File: src/rtl/dram_sg_pkg.sv
package dram_sg_pkg;
  localparam int ADDR_W     = 24;
  localparam int MA_W       = 12;
  localparam int ROW_BASE   = 8;   // first address bit routed linearly to ma
  localparam int ROW_LIN    = 9;   // count of linearly routed row bits
  localparam int ROW_SPARSE = MA_W - ROW_LIN;  // upper pins taken from every other bit
  localparam int COL_W      = 8;
  localparam int LANES      = 2;

  typedef enum logic [2:0] {
    ST_IDLE = 3'd0,
    ST_ROW  = 3'd1,
    ST_COL  = 3'd2,
    ST_DATA = 3'd3,
    ST_PRE  = 3'd4
  } seq_st_t;
endpackage

File: src/rtl/dram_sg_addr.sv
module dram_sg_addr
  import dram_sg_pkg::*;
(
  input  logic [ADDR_W-1:0] addr,
  input  logic              bus16,
  output logic [MA_W-1:0]   row_ma,
  output logic [MA_W-1:0]   col_ma
);
  localparam int SPARSE_BASE = ROW_BASE + ROW_LIN + 1;

  assign row_ma[ROW_LIN-1:0] = addr[ROW_BASE +: ROW_LIN];

  for (genvar i = 0; i < ROW_SPARSE; i++) begin : g_sparse
    assign row_ma[ROW_LIN+i] = addr[SPARSE_BASE + 2*i];
  end

  logic [COL_W-1:0] col_bits;
  assign col_bits = bus16 ? addr[COL_W:1] : addr[COL_W-1:0];
  assign col_ma   = {{(MA_W-COL_W){1'b0}}, col_bits};

  logic addr_unused;
  assign addr_unused = ^{addr[ADDR_W-1], addr[21], addr[19], addr[17]};
endmodule

File: src/rtl/dram_sg_lane.sv
module dram_sg_lane
  import dram_sg_pkg::*;
(
  input  logic [LANES-1:0] be,
  input  logic             wr,
  input  logic             bus16,
  input  logic             byte_ctl,
  output logic [LANES-1:0] cas_on,
  output logic [LANES-1:0] we_on
);
  logic [LANES-1:0] lane_en;
  logic             two_cas;

  always_comb begin
    lane_en = bus16 ? be : LANES'(1);
    two_cas = byte_ctl & bus16;
    cas_on  = two_cas ? lane_en : LANES'(1);
    if (!wr)
      we_on = '0;
    else if (two_cas)
      we_on = LANES'(1);
    else
      we_on = lane_en;
  end
endmodule

File: src/rtl/dram_sg_seq.sv
module dram_sg_seq
  import dram_sg_pkg::*;
#(
  parameter int HOLD_CYC = 2
) (
  input  logic    clk,
  input  logic    rst,
  input  logic    start,
  output seq_st_t cur,
  output seq_st_t nxt
);
  localparam int CNT_W = (HOLD_CYC > 1) ? $clog2(HOLD_CYC) : 1;
  localparam logic [CNT_W-1:0] CNT_LAST = CNT_W'(HOLD_CYC - 1);

  logic [CNT_W-1:0] cnt;

  always_comb begin
    nxt = cur;
    unique case (cur)
      ST_IDLE: if (start) nxt = ST_ROW;
      ST_ROW:  nxt = ST_COL;
      ST_COL:  nxt = ST_DATA;
      ST_DATA: if (cnt == CNT_LAST) nxt = ST_PRE;
      ST_PRE:  nxt = ST_IDLE;
      default: nxt = ST_IDLE;
    endcase
  end

  always_ff @(posedge clk) begin
    if (rst) begin
      cur <= ST_IDLE;
      cnt <= '0;
    end else begin
      cur <= nxt;
      if (cur == ST_DATA) cnt <= cnt + CNT_W'(1);
      else                cnt <= '0;
    end
  end
endmodule

File: src/rtl/dram_strobe_gen.sv
module dram_strobe_gen
  import dram_sg_pkg::*;
#(
  parameter int HOLD_CYC = 2
) (
  input  logic              clk,
  input  logic              rst,
  input  logic              req,
  input  logic [ADDR_W-1:0] addr,
  input  logic              wr,
  input  logic [LANES-1:0]  be,
  input  logic              bus16,
  input  logic              dram_en,
  input  logic              byte_ctl,
  input  logic              refresh_busy,
  output logic [MA_W-1:0]   ma,
  output logic              ras_n,
  output logic [LANES-1:0]  cas_n,
  output logic [LANES-1:0]  we_n,
  output logic              done
);
  logic [MA_W-1:0]  row_ma, col_ma, lat_col;
  logic [LANES-1:0] cas_on, we_on, lat_cas, lat_we;
  logic             start;
  seq_st_t          cur, nxt;

  assign start = req & dram_en & ~refresh_busy;

  dram_sg_addr u_addr (
    .addr   (addr),
    .bus16  (bus16),
    .row_ma (row_ma),
    .col_ma (col_ma)
  );

  dram_sg_lane u_lane (
    .be       (be),
    .wr       (wr),
    .bus16    (bus16),
    .byte_ctl (byte_ctl),
    .cas_on   (cas_on),
    .we_on    (we_on)
  );

  dram_sg_seq #(.HOLD_CYC(HOLD_CYC)) u_seq (
    .clk   (clk),
    .rst   (rst),
    .start (start),
    .cur   (cur),
    .nxt   (nxt)
  );

  always_ff @(posedge clk) begin
    if (rst) begin
      lat_col <= '0;
      lat_cas <= '0;
      lat_we  <= '0;
    end else if (cur == ST_IDLE && start) begin
      lat_col <= col_ma;
      lat_cas <= cas_on;
      lat_we  <= we_on;
    end
  end

  always_ff @(posedge clk) begin
    if (rst) begin
      ma    <= '0;
      ras_n <= 1'b1;
      cas_n <= '1;
      we_n  <= '1;
      done  <= 1'b0;
    end else begin
      done <= (nxt == ST_PRE);
      unique case (nxt)
        ST_IDLE: begin
          ma    <= row_ma;
          ras_n <= 1'b1;
          cas_n <= '1;
          we_n  <= '1;
        end
        ST_ROW: begin
          ma    <= row_ma;
          ras_n <= 1'b0;
          cas_n <= '1;
          we_n  <= '1;
        end
        ST_COL: begin
          ma    <= lat_col;
          ras_n <= 1'b0;
          cas_n <= ~lat_cas;
          we_n  <= ~lat_we;
        end
        ST_DATA: begin
          ras_n <= 1'b0;
        end
        ST_PRE: begin
          ras_n <= 1'b1;
          cas_n <= '1;
          we_n  <= '1;
        end
        default: begin
          ras_n <= 1'b1;
          cas_n <= '1;
          we_n  <= '1;
        end
      endcase
    end
  end
endmodule

File: config.mk
export PLATFORM = sky130hd
export DESIGN_NAME = dram_strobe_gen
export DESIGN_NICKNAME = d
export VERILOG_FILES = /design/src/rtl/dram_sg_pkg.sv /design/src/rtl/dram_sg_addr.sv /design/src/rtl/dram_sg_lane.sv /design/src/rtl/dram_sg_seq.sv /design/src/rtl/dram_strobe_gen.sv
export SDC_FILE = /design/constraint.sdc
export NUM_CORES = 1
export LEC_CHECK = 0
export ABC_AREA = 1
export ABC_CLOCK_PERIOD_IN_PS = 1000
export BUFFER_PORTS_ARGS = -buffer_cell sky130_fd_sc_hd__clkbuf_2
export CORE_UTILIZATION = 44
export CTS_CLUSTER_DIAMETER = 40
export DETAILED_ROUTE_END_ITERATION = 7
export PLACE_DENSITY = 0.73
export SETUP_SLACK_MARGIN = 0.2
export SLEW_MARGIN = 30
export SYNTH_ARGS = -nofsm -noshare
export SYNTH_HDL_FRONTEND = slang
export SYNTH_SLANG_ARGS = --single-unit
File: constraint.sdc
create_clock -name clk -period 1 [get_ports clk]
set_input_delay 0.05 -clock clk [delete_from_list [all_inputs] [get_ports clk]]
set_output_delay 0.05 -clock clk [all_outputs]
set_load 0.005 [all_outputs]
### Word level (Yosys, flattened, before mapping)

Index checks and enable logic that the tools add are counted.

| word-level totals | value |
|---|---|
| flip-flop bits (word level) | 34 |
| output and inout bits | 18 |

| operators by class | value |
|---|---|
| reduce and logical (&&, ||, !) cells | 7 |
| equal/unequal tests | 7 |
| $add $sub $neg | 1 |
| multiplexer cells | 12 |
| bitwise operators | 7 |

Operator list:

| cell | number |
|---|---|
| case mux 12 bit (2 select lines) | 1 |
| equality test 3 x 2 -> 1 bit, second input constant | 4 |
| case mux 3 bit (4 select lines) | 1 |
| 2-to-1 mux 2 bit | 4 |
| 2-to-1 mux 8 bit | 1 |
| case mux 2 bit (2 select lines) | 2 |
| equality test 3 x 1 -> 1 bit, second input constant | 2 |
| logical NOT 3 bit | 2 |
| 2-to-1 mux 3 bit | 2 |
| NOT 2 bit | 2 |
| OR reduction 2 bit | 2 |
| bitwise AND 1 bit | 3 |
| equality test 3 bit, second input constant | 1 |
| OR reduction 3 bit | 1 |
| NOT 1 bit | 2 |
| nonzero test 2 bit | 1 |
| adder 1 bit, second input constant | 1 |
| logical AND 1 bit | 1 |
| 2-to-1 mux 1 bit | 1 |

### Longest topological paths before layout

Gate-level depths: netlist of the first run.

| logic depth | value |
|---|---|
| word-level depth | 7 |
| mapped depth | 7 |

### By module

From an unflattened synthesis of the first run, not the netlist that was laid out.

| second synthesis, totals | value |
|---|---|
| cell total of the unflattened synthesis | 314 |
| area, all modules | 2034.5 um2 |

Modules (own cells, without submodules):

| module | area an instance (um2) | instances | cells each | seq. area each (um2) |
|---|---|---|---|---|
| dram_strobe_gen | 1591.5 | 1 | 236 | 680.7 |
| dram_sg_addr | 229.0 | 1 | 43 | 0.0 |
| dram_sg_seq | 170.2 | 1 | 24 | 80.1 |
| dram_sg_lane | 43.8 | 1 | 11 | 0.0 |

### Least setup slack after synthesis of the first run

OpenSTA, ideal clock, no wires.

| timing path | value |
|---|---|
| kind | register to register |
| start | register u_seq.cur[1] |
| end | register lat_col[0] |
| path slack | -0.001 ns |
| setup time | 0.113 ns |
| data required time | 0.887 ns |
| arrival time | 0.889 ns |
| stages on the path, launching flop included | 6 |
| buffers on the path | 1 |
| period minus slack after synthesis | 1.001 ns |
| cell sequence | dfxtp_1 -> nor2_1 -> nand3_2 -> buf_2 -> nor2_1 -> nor2_1 |

| between the ends | value |
|---|---|
| longest elaborated chain between the ends | 2 |

Ends and longest elaborated chain:

| what | line | text |
|---|---|---|
| start: declaration | dram_sg_seq.sv:9 | `output seq_st_t cur,` |
| start signal: assignment | dram_sg_seq.sv:34 | `cur <= nxt;` |
| logical NOT 3 bit | dram_strobe_gen.sv:58 | `end else if (cur == ST_IDLE && start) begin` |
| logical AND 1 bit | dram_strobe_gen.sv:58 |  |
| end signal: assignment | dram_strobe_gen.sv:59 | `lat_col <= col_ma;` |
| end: declaration | dram_strobe_gen.sv:22 | `logic [MA_W-1:0] row_ma, col_ma, lat_col;` |

Every way passes these cells.
A chain may end at the register's enable or synchronous reset.

### Final worst setup path of the first run

| timing path | value |
|---|---|
| start | register u_seq.cur[2] |
| end | register ma[1] |

| between the ends | value |
|---|---|
| longest elaborated chain between the ends | 5 |
| elaborated cells on any way between the ends | 13 |
| classes of those cells | eq/ne: 5; mux: 4; reduce/logical: 4 |

Ends and longest elaborated chain:

| what | line | text |
|---|---|---|
| equality test 3 x 2 -> 1 bit (tied with other cells) | dram_sg_seq.sv:19 | `unique case (cur)` |
| case mux 3 bit (4 select lines) (*) | dram_sg_seq.sv:19 |  |
| equality test 3 x 1 -> 1 bit / logical NOT 3 bit (equally long branches) | dram_strobe_gen.sv:74 | `unique case (nxt)` |
| OR reduction 2 bit (no source line) | - |  |
| case mux 12 bit (2 select lines) / nonzero test 2 bit (equally long branches) | - |  |
| end signal: assignment | dram_strobe_gen.sv:76 | `ma <= row_ma;` |
| end signal: assignment | dram_strobe_gen.sv:82 | `ma <= row_ma;` |
| end signal: assignment | dram_strobe_gen.sv:88 | `ma <= lat_col;` |
| end: declaration | dram_strobe_gen.sv:16 | `output logic [MA_W-1:0] ma,` |

Mark *: on every way between the ends. The rest lies on a longest branch, timed or not.

==> metrics.md, run 1 <==
| Metric | Value |
|---|---|
| Die area | `3930 um^2` |
| Pins Over Slew Limit | `0` |
| Critical path arrival | `1.21 ns` |
| Final antenna diode count | `0` |
| Startpoint types | `flip-flop` |
| Net Count, Synth | `279` |
| Slew @ Worst Pin | `0.322 ns` |
| Leak Pwr | `1.16 nW` |
| Sw Pwr | `0.817 mW` |
| FFs w/ async S/R, synth | `0%` |
| Clock Latency Late Sink | `0.28 ns` |
| Crit Path Category | `flip-flop to flip-flop` |
| Clock sink count | `34` |
| FMAX | `0.971 GHz` |
| Status | `complete, but fails checks` |
| Max Cap Violations | `0` |
| Final WS setup | `-0.0301 ns` |
| Hold_buf cts | `0` |
| TritonCTS clock tree | `yes` |
| Pwr Total | `3.05 mW` |
| Max Fanout on Critical Path | `20` |
| Seq cells post-synth | `34` |
| Power per cell area | `1410 nW/um^2` |
| DP Worst Slack | `-0.0492 ns` |
| Drt total wl | `3470 um` |
| Total track usage | `19.0%` |
| H-Tree Depth | `2` |
| Nets | `332` |
| Comb power frac | `16.8%` |
| Clk slew on worst S/H paths | `0.07 ns` |
| Synth area leaders | `dfxtp_1 (42%), nand2_1 (14%), inv_1 (9.5%)` |
| Kind of end point of the critical path | `flip-flop` |
| Final Non-Filler Cells | `345` |
| RSZ-0062 raised after global routing | `yes` |
| DRC | `0` |
| Most frequent cells after synthesis | `nand2_1 (62), inv_1 (41), dfxtp_1 (34)` |
| Vias in the first global route | `1408` |
| Share of layout cells above drive strength 1 | `34.8%` |
| Synth warnings | `0` |
| Largest net degree at the start of global routing | `21` |
| Global routing usage on met3 | `5.66%` |
| Sequential share of power | `49.3%` |
| Synth cell types | `18` |
| First-pass GRT wire length | `5950 um` |
| Drt first pass iters | `7` |
| Most common cell in the netlist | `nand2_1` |
| Violated checks | `setup timing` |
| DP Wirelength | `2380 um` |
| Setup bufs post-CTS | `0` |
| Total number of vias | `1581` |
| Routing usage on met2 | `29.8%` |
| Wire per inst | `10.1 um` |
| Setup TNS | `-0.272 ns` |
| Starting density of the core | `47.1%` |
| Hold Path Class | `input port to flip-flop` |
| Final setup violation count | `20` |
| Clock power share | `33.9%` |
| Ys flop type | `dfxtp_1` |
| Horiz. Die Dim | `62.7 um` |
| Routed vias/inst | `4.58` |
| Num rows | `21` |
| Core ar. | `3440 um^2` |
| Hold WS | `0.0142 ns` |
| Final hold violation count | `0` |
| IO Pins | `52` |
| Critical path required time | `1.18 ns` |
| Switching share of power | `26.8%` |
| Area delta synth->final | `33.6%` |
| DP Cell Count | `336` |
| Final ANT Viol Nets | `0` |
| Peak supply drop | `0.771 mV` |
| Max-slew headroom | `78.6%` |
| Post-synth EDFFs | `0` |
| Synthesized area | `1620 um^2` |
| Mean Syn Cell Area | `6.61 um^2` |
| Initial drt markers | `77` |
| GPL Wtd Cong | `0.743` |
| CTS root buf | `clkbuf_8` |
| Cts bufs inserted | `5` |
| Int Power | `2.23 mW` |
| Ratio of final minimum period to clock period | `103%` |
| Post-layout minimum cycle time | `1.03 ns` |
| Die height | `62.7 um` |
| Met1 global-route usage | `24.6%` |
| Top Usage Layer GRT | `met2` |
| Clock tree buffer depth | `2` |
| Yosys top cell by area | `dfxtp_1` |
| Sequential-to-total area share from yosys stat | `42.0%` |
| Yosys top cell area share | `42.0%` |
| Worst-case clock skew | `0.00344 ns` |
| Global route overflow | `0` |
| Gate Count Post-Synth | `245` |
| Initial antenna violation count | `0` |
| Buffers on Ports | `47` |
-- power groups by stage --
stage	sequential, mW	clock (mW)	combinational, mW
after floorplan	1.52	0	0.302
after global placement	1.52	0	0.470
after detailed placement	1.52	0	0.479
after CTS	1.49	1.07	0.496
after global routing	1.51	1.14	0.590
final	1.50	1.03	0.513
-- cells by family (layout without fill, tap and decap cells) --
| group | after synthesis | count (layout) | share of synthesized area (%) |
|---|---|---|---|
| compound gates | 26 | 26 | 8.03 |
| buf+inv | 57 | 110 | 15.7 |
| flops | 34 | 34 | 42.0 |
| simple gates | 128 | 129 | 34.3 |
-- worst max-delay path: stages (launching register included) --
cell     delay, ns
dfxtp_4       0.38
inv_8         0.08
nand2_4       0.06
buf_12        0.15
o21ai_1       0.12
inv_1         0.05
nand2_1       0.06
inv_1         0.03
-- per-layer routing --
metal	vias up	wire, um
li1	863	-
met1	664	1630
met2	46	1610
met3	8	165
met4	0	70
met5	-	0
-- registers in the layout, summed over array words and instances (netlist names) --
| register | count |
|---|---|
| ma | 12 |
| lat_col | 8 |
| u_seq.cur | 3 |
| cas_n | 2 |
| lat_cas | 2 |
| lat_we | 2 |
| we_n | 2 |
| done | 1 |
| ras_n | 1 |
| u_seq.cnt | 1 |
-- final timing paths --
check / from / endpoint / slack (ns) / depth (start not counted)
worst max-delay path: u_seq.cur[2] / ma[1] / -0.03 / 7
worst max register to register: u_seq.cur[2] / ma[1] / -0.03 / 7
worst min-delay path: addr[16] / ma[8] / 0.01 / 3
worst min register to register: ma[11] / ma[11] / 0.47 / 2
-- layout by cell type, fill, tap and decap left out, types with 2 or more instances in the layout --
master,count
nand4_1,8
inv_1,41
clkbuf_8,6
buf_12,2
dfxtp_4,3
nand3_1,23
nor2_4,3
buf_4,7
dfxtp_1,17
nor2_1,24
nand3_4,2
nand2_1,59
nand2_2,2
clkbuf_2,46
nand2_4,2
nor3_2,2
buf_6,2
o21ai_0,8
nor2_2,2
o21ai_1,8
a21oi_1,5
dfxtp_2,14
o21ai_2,4
-- timing repair --
action / CTS / global route
cloned: 1 / 0
endpoints found under the setup margin: 32 / 48
gates resized for setup: 12 / 29
pin swaps: 4 / 1
-- area by class of cell --
type,count,area [um^2]
multi-input cells,155,777
clock buffers,7,86.3
well taps,46,57.6
fillers,343,1280
clock inverters,1,5.00
repair buffers,57,345
flip-flops and latches,34,709
inverters,45,184
-- through the flow --
stage / area, um^2 / util [%]
2_1_floorplan: 1650 / -
3_3_place_gp: 1950 / 56.5
3_5_place_dp: 1950 / 56.5
4_1_cts: 2090 / 60.7
5_1_grt: 2160 / 62.9
6_report: 2160 / 62.9
Power figures use the tool's default switching activity.
==> run 2, diff against run 1 <==
CORE_MARGIN = 10   (was default)
TNS_END_PERCENT = 30   (was default)
==> run 2 against run 1 <==
Effect of this change: first-iteration DRC count is 40% lower; the run still ends with setup timing left; final area is 6.5% higher; utilization is 4.1 points higher; sequential share of layout area is 2.7 points lower; register-to-register slack worse by 0.02 ns; hold slack worse by 0.0090 ns; critical path depth is 1 lower; maximum frequency is 1.6% lower; final cell count is 2.3% higher; via count is 3.7% higher; worst setup slack worse by 0.016 ns.
==> metrics.md, run 2 (synthesis results as in run 1) <==
| Metric | Value |
|---|---|
| Status | `complete, but fails checks` |
| Violated checks | `setup timing` |
| Crit path capture | `lat_col[2]` |
| Hold WS | `0.00525 ns` |
| Drt total wl | `4210 um` |
| Final WS setup | `-0.0463 ns` |
| Max-slew headroom | `78.4%` |
| Final antenna diode count | `0` |
| Final setup violation count | `26` |
| Total track usage | `12.9%` |
| Post-layout minimum cycle time | `1.05 ns` |
| Die area | `6510 um^2` |
| DRC | `0` |
| Largest net degree at the start of global routing | `26` |
| Max Cap Violations | `0` |
| Clock sink count | `34` |
| Commonest non-fill, non-tap cell in the layout | `nand2_1` |
| Clock power share | `43.2%` |
| Sw Pwr | `0.860 mW` |
| Wire per inst | `11.9 um` |
| Clock tree buffer depth | `2` |
| Buffers on Ports | `47` |
| Crit Path Category | `flip-flop to flip-flop` |
| Final hold violation count | `0` |
| TritonCTS clock tree | `yes` |
| Pwr Total | `3.61 mW` |
| Initial antenna violation count | `0` |
| Num rows | `21` |
| Power per cell area | `1570 nW/um^2` |
| Sequential share of power | `41.3%` |
| Core ar. | `3440 um^2` |
| Top reg by flops | `ma` |
| IO Pins | `52` |
| Routed vias/inst | `4.65` |
| Die height | `80.7 um` |
| Peak supply drop | `0.969 mV` |
| Total number of vias | `1640` |
| DP Wirelength | `2810 um` |
| Fin util | `67.0%` |
| Share of layout cells above drive strength 1 | `33.2%` |
| CTS root buf | `clkbuf_8` |
| FMAX | `0.956 GHz` |
| Horiz. Die Dim | `80.7 um` |
| Final ANT Viol Nets | `0` |
| Leak Pwr | `1.22 nW` |
| Hold Path Class | `input port to flip-flop` |
| Max FFs per register | `12` |
| Most frequent cells in the layout | `nand2_1 (59), clkbuf_2 (46), inv_1 (41)` |
| FF-to-FF setup slack | `-0.05 ns` |
| Cell Area, Placed | `1940 um^2` |
| RSZ-0062 raised after global routing | `yes` |
| Critical path required time | `1.22 ns` |
| Nets | `340` |
| Worst-case clock skew | `0.0110 ns` |
| Startpoint types | `flip-flop` |
| Worst R2R End | `lat_col[2]` |
| Crit path from | `u_seq.cur[0]` |
| Clk slew on worst S/H paths | `0.08 ns` |
| DP Worst Slack | `-0.0871 ns` |
| Top flop regs | `ma x12, lat_col x8, u_seq.cur x3` |
| Max Fanout on Critical Path | `21` |
| Drt first pass iters | `4` |
| Slew @ Worst Pin | `0.324 ns` |
| Starting density of the core | `47.1%` |
| FF-to-FF path depth | `6` |
| H-Tree Depth | `2` |
| Area delta synth->final | `42.2%` |
| Final Cell Area | `2300 um^2` |
| Switching share of power | `23.8%` |
| Critical path arrival | `1.26 ns` |
| Cts bufs inserted | `5` |
| First-pass GRT wire length | `6790 um` |
| Comb power frac | `15.4%` |
| Initial drt markers | `46` |
| Global route overflow | `0` |
| Clock Latency Late Sink | `0.29 ns` |
| Int Power | `2.75 mW` |
| Pins Over Slew Limit | `0` |
| Kind of end point of the critical path | `flip-flop` |
| Ratio of final minimum period to clock period | `105%` |
| GPL Wtd Cong | `0.768` |
| Start of the worst register-to-register path | `u_seq.cur[0]` |
| Vias in the first global route | `1533` |
[run 2: timing repair]
action | CTS | global route
cloned | 1 | 2
pin swaps | 5 | 4
endpoints found under the setup margin | 36 | 51
gates resized for setup | 17 | 14
hold buffers | 1 | 0
buffers inserted | 1 | 6
hold endpoints to repair | 1 | 0
[run 2: how the worst min path moves through the flow]
stage / start / to / cells past startpoint / slack, ns
6_report: addr[18] / ma[9] / 3 / 0.005
5_1_grt: addr[20] / ma[10] / 3 / 0.03
4_1_cts: addr[20] / ma[10] / 3 / 0.001
3_5_place_dp: addr[16] / ma[8] / 3 / 0.31
3_3_place_gp: addr[22] / ma[11] / 3 / 0.31
2_1_floorplan: addr[20] / ma[10] / 2 / 0.21
[run 2: final cells by class]
type | instances | area, um^2
clock buffer | 6 | 82.6
tap | 46 | 57.6
clock inverter | 2 | 60.1
multi-input combinational | 157 | 812
fill | 333 | 1140
timing repair buffer | 63 | 418
sequential | 34 | 693
inverter | 45 | 181
[run 2: metrics by stage]
stage	setup TNS (ns)	std cells
floorplan	0	245
global placement	-0.386	334
detailed placement	-0.722	334
CTS	-0.474	345
global route	-2.50	353
finish	-0.556	353
[run 2: critical path, cell delays in order, from the launching register on]
cell and delay (ns):
dfxtp_4 0.37, nor2_4 0.14, nand3_4 0.10, buf_12 0.16, nand2_1 0.06, nand2_1 0.05
nor2_1 0.09
[run 2: power groups by stage]
| stage | clock, mW | combinational [mW] | sequential, mW |
|---|---|---|---|
| 5_1_grt | 1.64 | 0.638 | 1.51 |
| 3_3_place_gp | 0 | 0.478 | 1.52 |
| 3_5_place_dp | 0 | 0.485 | 1.52 |
| 2_1_floorplan | 0 | 0.298 | 1.52 |
| 6_report | 1.56 | 0.558 | 1.49 |
| 4_1_cts | 1.59 | 0.522 | 1.49 |
[run 2: layer usage]
layer / vias to the layer above / share of wire, % / track usage, %
met1: 710 / 44 / 14.2
met5: - / 0 / 0
li1: 885 / - / -
met3: 6 / 7.8 / 5.12
met2: 39 / 47 / 21.7
met4: 0 / 1.2 / 5.19
==> run 3, diff against run 2 <==
RECOVER_POWER = 25   (was default)
==> run 3 against run 2 <==
Effect of this change: the run still ends with setup timing left; global-route usage did not move; first-iteration DRC count did not move; combinational power about the same; clock skew about the same; count of clock-buffer cells in the layout unchanged; hold slack barely moved; final area fell by 0.22%; worst setup slack about the same; flip-flop and latch count is the same; critical path depth unchanged; critical path type unchanged; highest routed layer unchanged.
==> metrics.md, run 3 (synthesis results as in run 1) <==
| Metric | Value |
|---|---|
| Status | `complete, but fails checks` |
| Violated checks | `setup timing` |
| Start of the worst register-to-register path | `u_seq.cur[0]` |
| Slew @ Worst Pin | `0.324 ns` |
| FMAX | `0.956 GHz` |
| Share of layout cells above drive strength 1 | `31.9%` |
| Total number of vias | `1640` |
| Most frequent cells in the layout | `nand2_1 (59), clkbuf_2 (45), inv_1 (41)` |
| Hold Path Class | `input port to flip-flop` |
| CTS root buf | `clkbuf_8` |
| Leak Pwr | `1.22 nW` |
| IO Pins | `52` |
| Clock Latency Late Sink | `0.29 ns` |
| Final ANT Viol Nets | `0` |
| Vias in the first global route | `1533` |
| First-pass GRT wire length | `6790 um` |
| Comb power frac | `15.4%` |
| Drt total wl | `4220 um` |
| Die area | `6510 um^2` |
| Die height | `80.7 um` |
| Commonest non-fill, non-tap cell in the layout | `nand2_1` |
| Top flop regs | `ma x12, lat_col x8, u_seq.cur x3` |
| Final hold violation count | `0` |
| Ratio of final minimum period to clock period | `105%` |
| H-Tree Depth | `2` |
| Peak supply drop | `0.969 mV` |
| Max Cap Violations | `0` |
| Num rows | `21` |
| Area delta synth->final | `41.9%` |
| Power per cell area | `1570 nW/um^2` |
| Pwr Total | `3.61 mW` |
| CP dominant cell by count | `nand2_1` |
| Pins Over Slew Limit | `0` |
| Initial antenna violation count | `0` |
| Final antenna diode count | `0` |
| Slowest stage delay, CP | `0.37 ns` |
| Slowest cell on the critical path | `dfxtp_4` |
| TritonCTS clock tree | `yes` |
| Initial drt markers | `46` |
| Crit path from | `u_seq.cur[0]` |
| GPL Wtd Cong | `0.768` |
| Max FFs per register | `12` |
| DP Worst Slack | `-0.0871 ns` |
| Cts bufs inserted | `5` |
| Wire per inst | `11.9 um` |
| Routed vias/inst | `4.65` |
| Switching share of power | `23.8%` |
| Final setup violation count | `26` |
| Global route overflow | `0` |
| Starting density of the core | `47.1%` |
| Clock tree buffer depth | `2` |
| Final WS setup | `-0.0463 ns` |
| DP Wirelength | `2810 um` |
| Hold WS | `0.00525 ns` |
| Setup TNS | `-0.549 ns` |
| Core ar. | `3440 um^2` |
| Clock power share | `43.2%` |
| Sw Pwr | `0.860 mW` |
| DRC | `0` |
| Int Power | `2.75 mW` |
| Critical path arrival | `1.26 ns` |
| Horiz. Die Dim | `80.7 um` |
| Sequential share of power | `41.3%` |
| Crit Path Category | `flip-flop to flip-flop` |
| Kind of end point of the critical path | `flip-flop` |
| Total track usage | `12.9%` |
| Top reg by flops | `ma` |
| Max Fanout on Critical Path | `21` |
| Critical path required time | `1.22 ns` |
| Post-layout minimum cycle time | `1.05 ns` |
| RSZ-0062 raised after global routing | `yes` |
| Critical Path, Cell by Cell | `nor2_4, nand3_4, buf_12, nand2_1, nand2_1, nor2_1` |
| Max-slew headroom | `78.4%` |
| Drt first pass iters | `4` |
| Clk slew on worst S/H paths | `0.08 ns` |
| Startpoint types | `flip-flop` |
| Nets | `340` |
| Fin util | `66.8%` |
| Clock sink count | `34` |
| Buffers on Ports | `47` |
| Worst-case clock skew | `0.0110 ns` |
| Worst hold start | `addr[18]` |
| Largest net degree at the start of global routing | `26` |
## run 3: path summary, 6_finish.rpt
kind | end | slack (ns) | cells past startpoint
max | lat_col[2] | -0.05 | 6
min | ma[9] | 0.005 | 3
max reg2reg | lat_col[2] | -0.05 | 6
min reg2reg | ma[9] | 0.46 | 2
## run 3: final cells by class
cell class	instances	area (um^2)
flip-flops and latches	34	689
fillers	333	1140
clock buffers	6	82.6
well taps	46	57.6
multi-input cells	157	812
inverters	45	181
clock inverters	2	60.1
repair buffers	63	417
## run 3: power groups by stage
stage	Combinational, mW	Sequential, mW	Clock, mW
after floorplan	0.298	1.52	0
after global placement	0.478	1.52	0
after detailed placement	0.485	1.52	0
after CTS	0.522	1.49	1.59
after global routing	0.637	1.51	1.64
final	0.557	1.49	1.56
## run 3: per-stage QoR
stage,std cells,instance area [um^2]
5_1_grt,353,2300
3_5_place_dp,334,1940
4_1_cts,345,2180
3_3_place_gp,334,1940
6_report,353,2300
2_1_floorplan,245,1650
## run 3: layer usage
metal  track usage [%]  wire [um]  part of all wire (%)  up-vias
met2              21.7       1980                    47       39
met1              14.2       1860                    44      710
li1                  -          -                     -      885
met4              5.19         51                   1.2        0
met5                 0          0                     0        -
met3              5.12        329                   7.8        6
## run 3: repair_timing
item,in CTS,in global routing
buffers inserted,1,6
hold buffers,1,0
endpoints found under the hold margin,1,0
endpoints found under the setup margin,36,51
pin swaps,5,4
gates resized for setup,17,14
gates cloned,1,2
## run 3: critical path, delay by kind of cell, from the launching register on
kind / cells / cell delay (ns)
buf+inv: 1 / 0.16
flops: 1 / 0.37
simple gates: 5 / 0.44
